### src/rtl/trimPkg.sv
`timescale 1ns/1ps
package trimPkg;

  typedef enum logic [3:0] {
    ST_IDLE,
    ST_ADDR,
    ST_ADDR_END,
    ST_ADDR_ACK,
    ST_WDATA,
    ST_WDATA_END,
    ST_WDATA_ACK,
    ST_RDATA,
    ST_IGNORE
  } busState_t;

  // Strobes from control to datapath, at most one per cycle.
  typedef struct packed {
    logic shiftIn;
    logic loadRead;
    logic shiftOut;
    logic commit;
  } dpCmd_t;

endpackage

### src/rtl/trimCtrl.sv
`timescale 1ns/1ps
module trimCtrl
  import trimPkg::*;
#(
  parameter int REG_W  = 8,
  parameter int SYNC_N = 2,
  parameter logic [REG_W-2:0] DEV_ADDR = 7'h2C
) (
  input  logic             clk,
  input  logic             rstN,
  input  logic             sclIn,
  input  logic             sdaIn,
  input  logic [REG_W-1:0] rxByte,
  input  logic             txBit,
  output dpCmd_t           cmd,
  output logic             sdaBit,
  output logic             sdaDrvEn
);

  localparam int CNT_W = $clog2(REG_W);
  localparam logic [CNT_W-1:0] LAST_BIT = CNT_W'(REG_W - 1);

  logic [SYNC_N-1:0] sclPipe, sdaPipe;
  logic sclS, sdaS, sclQ, sdaQ;
  logic sclRise, sclFall, startDet, stopDet;

  busState_t state, stateNx;
  logic [CNT_W-1:0] cnt, cntNx;
  logic rw, rwNx;

  always_ff @(posedge clk or negedge rstN) begin
    if (!rstN) begin
      sclPipe <= '1;
      sdaPipe <= '1;
      sclQ    <= 1'b1;
      sdaQ    <= 1'b1;
    end else begin
      sclPipe <= {sclPipe[SYNC_N-2:0], sclIn};
      sdaPipe <= {sdaPipe[SYNC_N-2:0], sdaIn};
      sclQ    <= sclS;
      sdaQ    <= sdaS;
    end
  end

  assign sclS     = sclPipe[SYNC_N-1];
  assign sdaS     = sdaPipe[SYNC_N-1];
  assign sdaBit   = sdaS;
  assign sclRise  = sclS & ~sclQ;
  assign sclFall  = ~sclS & sclQ;
  assign startDet = sclS & sclQ & sdaQ & ~sdaS;
  assign stopDet  = sclS & sclQ & ~sdaQ & sdaS;

  always_comb begin
    stateNx = state;
    cntNx   = cnt;
    rwNx    = rw;
    cmd     = '0;
    if (startDet) begin
      stateNx = ST_ADDR;
      cntNx   = '0;
    end else if (stopDet) begin
      stateNx = ST_IDLE;
    end else begin
      case (state)
        ST_ADDR, ST_WDATA: begin
          if (sclRise) begin
            cmd.shiftIn = 1'b1;
            if (cnt == LAST_BIT) begin
              stateNx = (state == ST_ADDR) ? ST_ADDR_END : ST_WDATA_END;
              cntNx   = '0;
            end else begin
              cntNx = cnt + CNT_W'(1);
            end
          end
        end
        ST_ADDR_END: begin
          if (sclFall) begin
            if (rxByte[REG_W-1:1] == DEV_ADDR) begin
              stateNx = ST_ADDR_ACK;
              rwNx    = rxByte[0];
            end else begin
              stateNx = ST_IGNORE;
            end
          end
        end
        ST_ADDR_ACK: begin
          if (sclFall) begin
            cntNx = '0;
            if (rw) begin
              stateNx      = ST_RDATA;
              cmd.loadRead = 1'b1;
            end else begin
              stateNx = ST_WDATA;
            end
          end
        end
        ST_WDATA_END: begin
          if (sclFall) begin
            stateNx    = ST_WDATA_ACK;
            cmd.commit = 1'b1;
          end
        end
        ST_WDATA_ACK: begin
          if (sclFall) stateNx = ST_IGNORE;
        end
        ST_RDATA: begin
          if (sclFall) begin
            if (cnt == LAST_BIT) begin
              stateNx = ST_IGNORE;
            end else begin
              cmd.shiftOut = 1'b1;
              cntNx        = cnt + CNT_W'(1);
            end
          end
        end
        default: ;
      endcase
    end
  end

  always_ff @(posedge clk or negedge rstN) begin
    if (!rstN) begin
      state <= ST_IDLE;
      cnt   <= '0;
      rw    <= 1'b0;
    end else begin
      state <= stateNx;
      cnt   <= cntNx;
      rw    <= rwNx;
    end
  end

  assign sdaDrvEn = (state == ST_ADDR_ACK) || (state == ST_WDATA_ACK) ||
                    ((state == ST_RDATA) && !txBit);

  // the slave only moves SDA while the clock is low
  p_drive_scl_low_r6: assert property (@(posedge clk) disable iff (!rstN)
    !$stable(sdaDrvEn) |-> !sclS);

  // any START restarts the address phase from bit zero
  p_start_restart_r9: assert property (@(posedge clk) disable iff (!rstN)
    startDet |=> (state == ST_ADDR && cnt == '0));

  // datapath strobes never collide
  p_strobe_excl_r2: assert property (@(posedge clk) disable iff (!rstN)
    $onehot0(cmd));

endmodule

### src/rtl/trimData.sv
`timescale 1ns/1ps
module trimData
  import trimPkg::*;
#(
  parameter int DAC_W = 5,
  parameter int PIN_W = 3
) (
  input  logic                   clk,
  input  logic                   rstN,
  input  dpCmd_t                 cmd,
  input  logic                   sdaBit,
  output logic [DAC_W+PIN_W-1:0] rxByte,
  output logic                   txBit,
  output logic [DAC_W+PIN_W-1:0] regVal,
  output logic [DAC_W-1:0]       dacLevel,
  output logic [PIN_W-1:0]       pinOut
);

  localparam int REG_W = DAC_W + PIN_W;

  logic [REG_W-1:0] shReg, setReg;

  always_ff @(posedge clk or negedge rstN) begin
    if (!rstN) begin
      shReg <= '0;
    end else if (cmd.shiftIn) begin
      shReg <= {shReg[REG_W-2:0], sdaBit};
    end else if (cmd.loadRead) begin
      shReg <= setReg;
    end else if (cmd.shiftOut) begin
      shReg <= {shReg[REG_W-2:0], 1'b1};
    end
  end

  always_ff @(posedge clk or negedge rstN) begin
    if (!rstN)           setReg <= '0;
    else if (cmd.commit) setReg <= shReg;
  end

  assign rxByte   = shReg;
  assign txBit    = shReg[REG_W-1];
  assign regVal   = setReg;
  assign dacLevel = ~setReg[REG_W-1 -: DAC_W];

  for (genvar i = 0; i < PIN_W; i++) begin : g_pin
    assign pinOut[i] = setReg[i];
  end

endmodule

### src/rtl/trimSlave.sv
`timescale 1ns/1ps
module trimSlave
  import trimPkg::*;
#(
  parameter int DAC_W  = 5,
  parameter int PIN_W  = 3,
  parameter int SYNC_N = 2,
  parameter logic [DAC_W+PIN_W-2:0] DEV_ADDR = 7'h2C
) (
  input  logic             clk,
  input  logic             rstN,
  input  logic             sclIn,
  input  logic             sdaIn,
  output logic             sdaDrvEn,
  output logic [DAC_W-1:0] dacLevel,
  output logic [PIN_W-1:0] pinOut
);

  localparam int REG_W = DAC_W + PIN_W;

  dpCmd_t cmd;
  logic sdaBit, txBit;
  logic [REG_W-1:0] rxByte, regVal;

  trimCtrl #(
    .REG_W(REG_W), .SYNC_N(SYNC_N), .DEV_ADDR(DEV_ADDR)
  ) uCtrl (
    .clk(clk), .rstN(rstN), .sclIn(sclIn), .sdaIn(sdaIn),
    .rxByte(rxByte), .txBit(txBit), .cmd(cmd),
    .sdaBit(sdaBit), .sdaDrvEn(sdaDrvEn)
  );

  trimData #(
    .DAC_W(DAC_W), .PIN_W(PIN_W)
  ) uData (
    .clk(clk), .rstN(rstN), .cmd(cmd), .sdaBit(sdaBit),
    .rxByte(rxByte), .txBit(txBit), .regVal(regVal),
    .dacLevel(dacLevel), .pinOut(pinOut)
  );

  // the setting only changes while the data acknowledge is held
  p_reg_update_acked_r7: assert property (@(posedge clk) disable iff (!rstN)
    !$stable(regVal) |-> sdaDrvEn);

  // the first read bit presented is the register MSB
  p_read_msb_r5: assert property (@(posedge clk) disable iff (!rstN)
    cmd.loadRead |=> (sdaDrvEn == !regVal[REG_W-1]));

endmodule

### config.mk
export PLATFORM = sky130hd
export DESIGN_NAME = trimSlave
export DESIGN_NICKNAME = d
export VERILOG_FILES = /design/src/rtl/trimPkg.sv /design/src/rtl/trimCtrl.sv /design/src/rtl/trimData.sv /design/src/rtl/trimSlave.sv
export SDC_FILE = /design/constraint.sdc
export NUM_CORES = 1
export LEC_CHECK = 0
export ABC_AREA = 0
export BUFFER_PORTS_ARGS = -buffer_cell sky130_fd_sc_hd__buf_2
export CAP_MARGIN = 20
export CORE_MARGIN = 4
export CORE_UTILIZATION = 59
export CTS_CLUSTER_DIAMETER = 60
export DETAILED_ROUTE_END_ITERATION = 8
export GPL_ROUTABILITY_DRIVEN = 0
export PLACE_DENSITY = 0.75
export REMOVE_ABC_BUFFERS = 1
export SYNTH_ARGS = -nofsm -noshare
export SYNTH_HDL_FRONTEND = slang
export SYNTH_HIERARCHICAL = 1
export SYNTH_SLANG_ARGS = --single-unit
### constraint.sdc
create_clock -name clk -period 2.7 [get_ports clk]
set_input_delay 0.54 -clock clk [delete_from_list [all_inputs] [get_ports clk]]
set_output_delay 0.54 -clock clk [all_outputs]
set_load 0.05 [all_outputs]
==> flow_summary.toml <==
[global_routing]
antenna_found_initial = 0
grt_overflow_total = 0
grt_pass1_vias = 1222
track_usage_pct = 19.6
grt_max_degree = 31
grt_pass1_wl_um = 5420

[floorplanning]
die_w_um = 61.7
dieHeight_um = 61.7
rows = 19
dieArea_um2 = 3810
start_util_pct = 61.7
fp.coreArea_um2 = 2760
ios = 13

[cts]
cts_num_sinks = 30
cts_htree_levels = 2
cts-root-buf = "clkbuf_4"
path_clk_slew_ps = 100
postCtsSetupBuffers = 0
cts_resized = 0
cts_hold_buf = 0
cts_buffer_depth = 2
cts_buffers = 5
cts_tree = "built"
clkLatencyLatePin_ps = 330

[synth]
ys_warn_count = 6
avgSynthCellArea_um2 = 10.2
syn-cell-area_um2 = 1700
syn_inst = 167

[detailed_routing]
wl_per_cell_um = 16.1
routed_wl_um = 3380
detail-route-antenna-nets = 0
num_vias = 1274
drt_iter0_drc = 113
first_pass_iters = 4
drc = 0
avgViaCountPerCell = 6.07

[final_layout]
final_layout_size_suffix_gt1_share_pct = 25.1
final_cells = 210
syn2layout_area_growth_pct = 5.59
antenna_cells = 0
nets = 184
final_area_um2 = 1800

[timing]
period_share_pct = 82.7
final-setup-viol-count = 0
finalClockSkew_ps = 18.3
max_freq_mhz = 448
rsz0062_at_grt = "no"
setup_ws_ps = 467
fin_tns_setup_ps = 0
fin_crit_ps = 2230
hold_viol = 0
relSlewSlack_pct = 57.1
tightest_slew_ps = 644
final-max-slew-violation-count = 0

[power_and_ir_drop]
p_per_area_nw_per_um2 = 1110
peakVddDrop_mv = 0.737
power.total_mw = 2.00
leakage_nw = 0.791

[critical_path]
cpPeakStageDelay_ps = 640
cp_cell_sequence = "nand2_1 > nor4b_2 > and2_1 > nor2b_4 > a22oi_1 > nand2_1"
required_ps = 2910
r2r_start = "uCtrl/state[0]"
cp-start-kind = "flop"
critPathCaptureType = "flop"
cp.arrival_ps = 2440
crit_path_frequent_cell = "nand2_1"
startpoint = "uCtrl/state[0]"
cp_slowest_cell = "dfrtp_1"
path_class = "flop to flop"
critPathMaxFanout = 14

[placement]
placed_area_um2 = 1740
hpwl_um = 2300
placed_cells = 202
port_buffers = 12
post-place-ws_ps = 535

[hold_path]
min_path_type = "primary input to asynchronous set/reset pin"

[outcome]
status = "completed"

[job]
cap_violations = 0
## flip-flops by register name (all words and copies together), names as in the netlist
register,flops
uCtrl/sclPipe,2
uCtrl/sdaQ,1
uCtrl/rw,1
uData/rxByte,8
uData/regVal,8
uCtrl/state,4
uCtrl/sclQ,1
uCtrl/cnt,3
uCtrl/sdaPipe,2
## layout by cell type, fill, tap and decap left out, drive strengths merged, types with 2 or more instances in the layout
master	n
buf	15
dfstp	6
clkbuf	7
mux2	7
a31oi	2
nand2b	2
ha	2
o21ai	11
nor3	3
inv	10
nor2b	4
nor2	9
and2b	2
nor4b	8
a21oi	11
nand2	20
a22o	2
dfrtp	24
a22oi	6
## worst max-delay path: cells and delay by family, from the launching register on
family,cells,cell delay (ps)
DFF,1,640
AOI/OAI and AO/OA,1,220
and+or+nand+nor,5,1240
## through the flow
stage	utilization [%]	hold slack, ps
floorplan	-	244
global placement	63.0	348
detailed placement	63.0	349
CTS	65.2	235
global route	65.2	249
finish	65.2	211
## final timing paths
path | to | slack [ps] | depth (start not counted)
worst min register to register | uCtrl/sclPipe[1] | 360 | 0
worst max-delay path | uData/rxByte[5] | 470 | 6
min in group clk | uCtrl/sclPipe[0] | 320 | 1
max in group asynchronous | uData/rxByte[0] | 2040 | 1
worst max register to register | uData/rxByte[5] | 470 | 6
worst min-delay path | uCtrl/state[3] | 210 | 1
## per-layer routing
layer	track usage [%]	part of all wire, %	up-vias
met3	5.58	4.6	5
met4	8.48	1.3	0
met1	25.8	47	608
met5	0	0	-
li1	-	-	625
met2	30.0	47	36
## layout make-up
| type | instances | area (µm²) |
|---|---|---|
| multi-input cells | 116 | 820 |
| clock inverters | 1 | 5.00 |
| clock buffers | 7 | 55.1 |
| well taps | 31 | 38.8 |
| fillers | 250 | 961 |
| flip-flops and latches | 30 | 758 |
| repair buffers | 15 | 82.6 |
| inverters | 10 | 37.5 |
## power breakdown
group	total, mW	internal, mW	switching, mW	leakage, nW
Combinational	0.909	0.375	0.535	0.380
Clock	0.275	0.126	0.149	0.0353
Sequential	0.817	0.601	0.216	0.376
Total	2.00	1.10	0.899	0.791
Note: power is estimated with default switching activity, not from simulation.
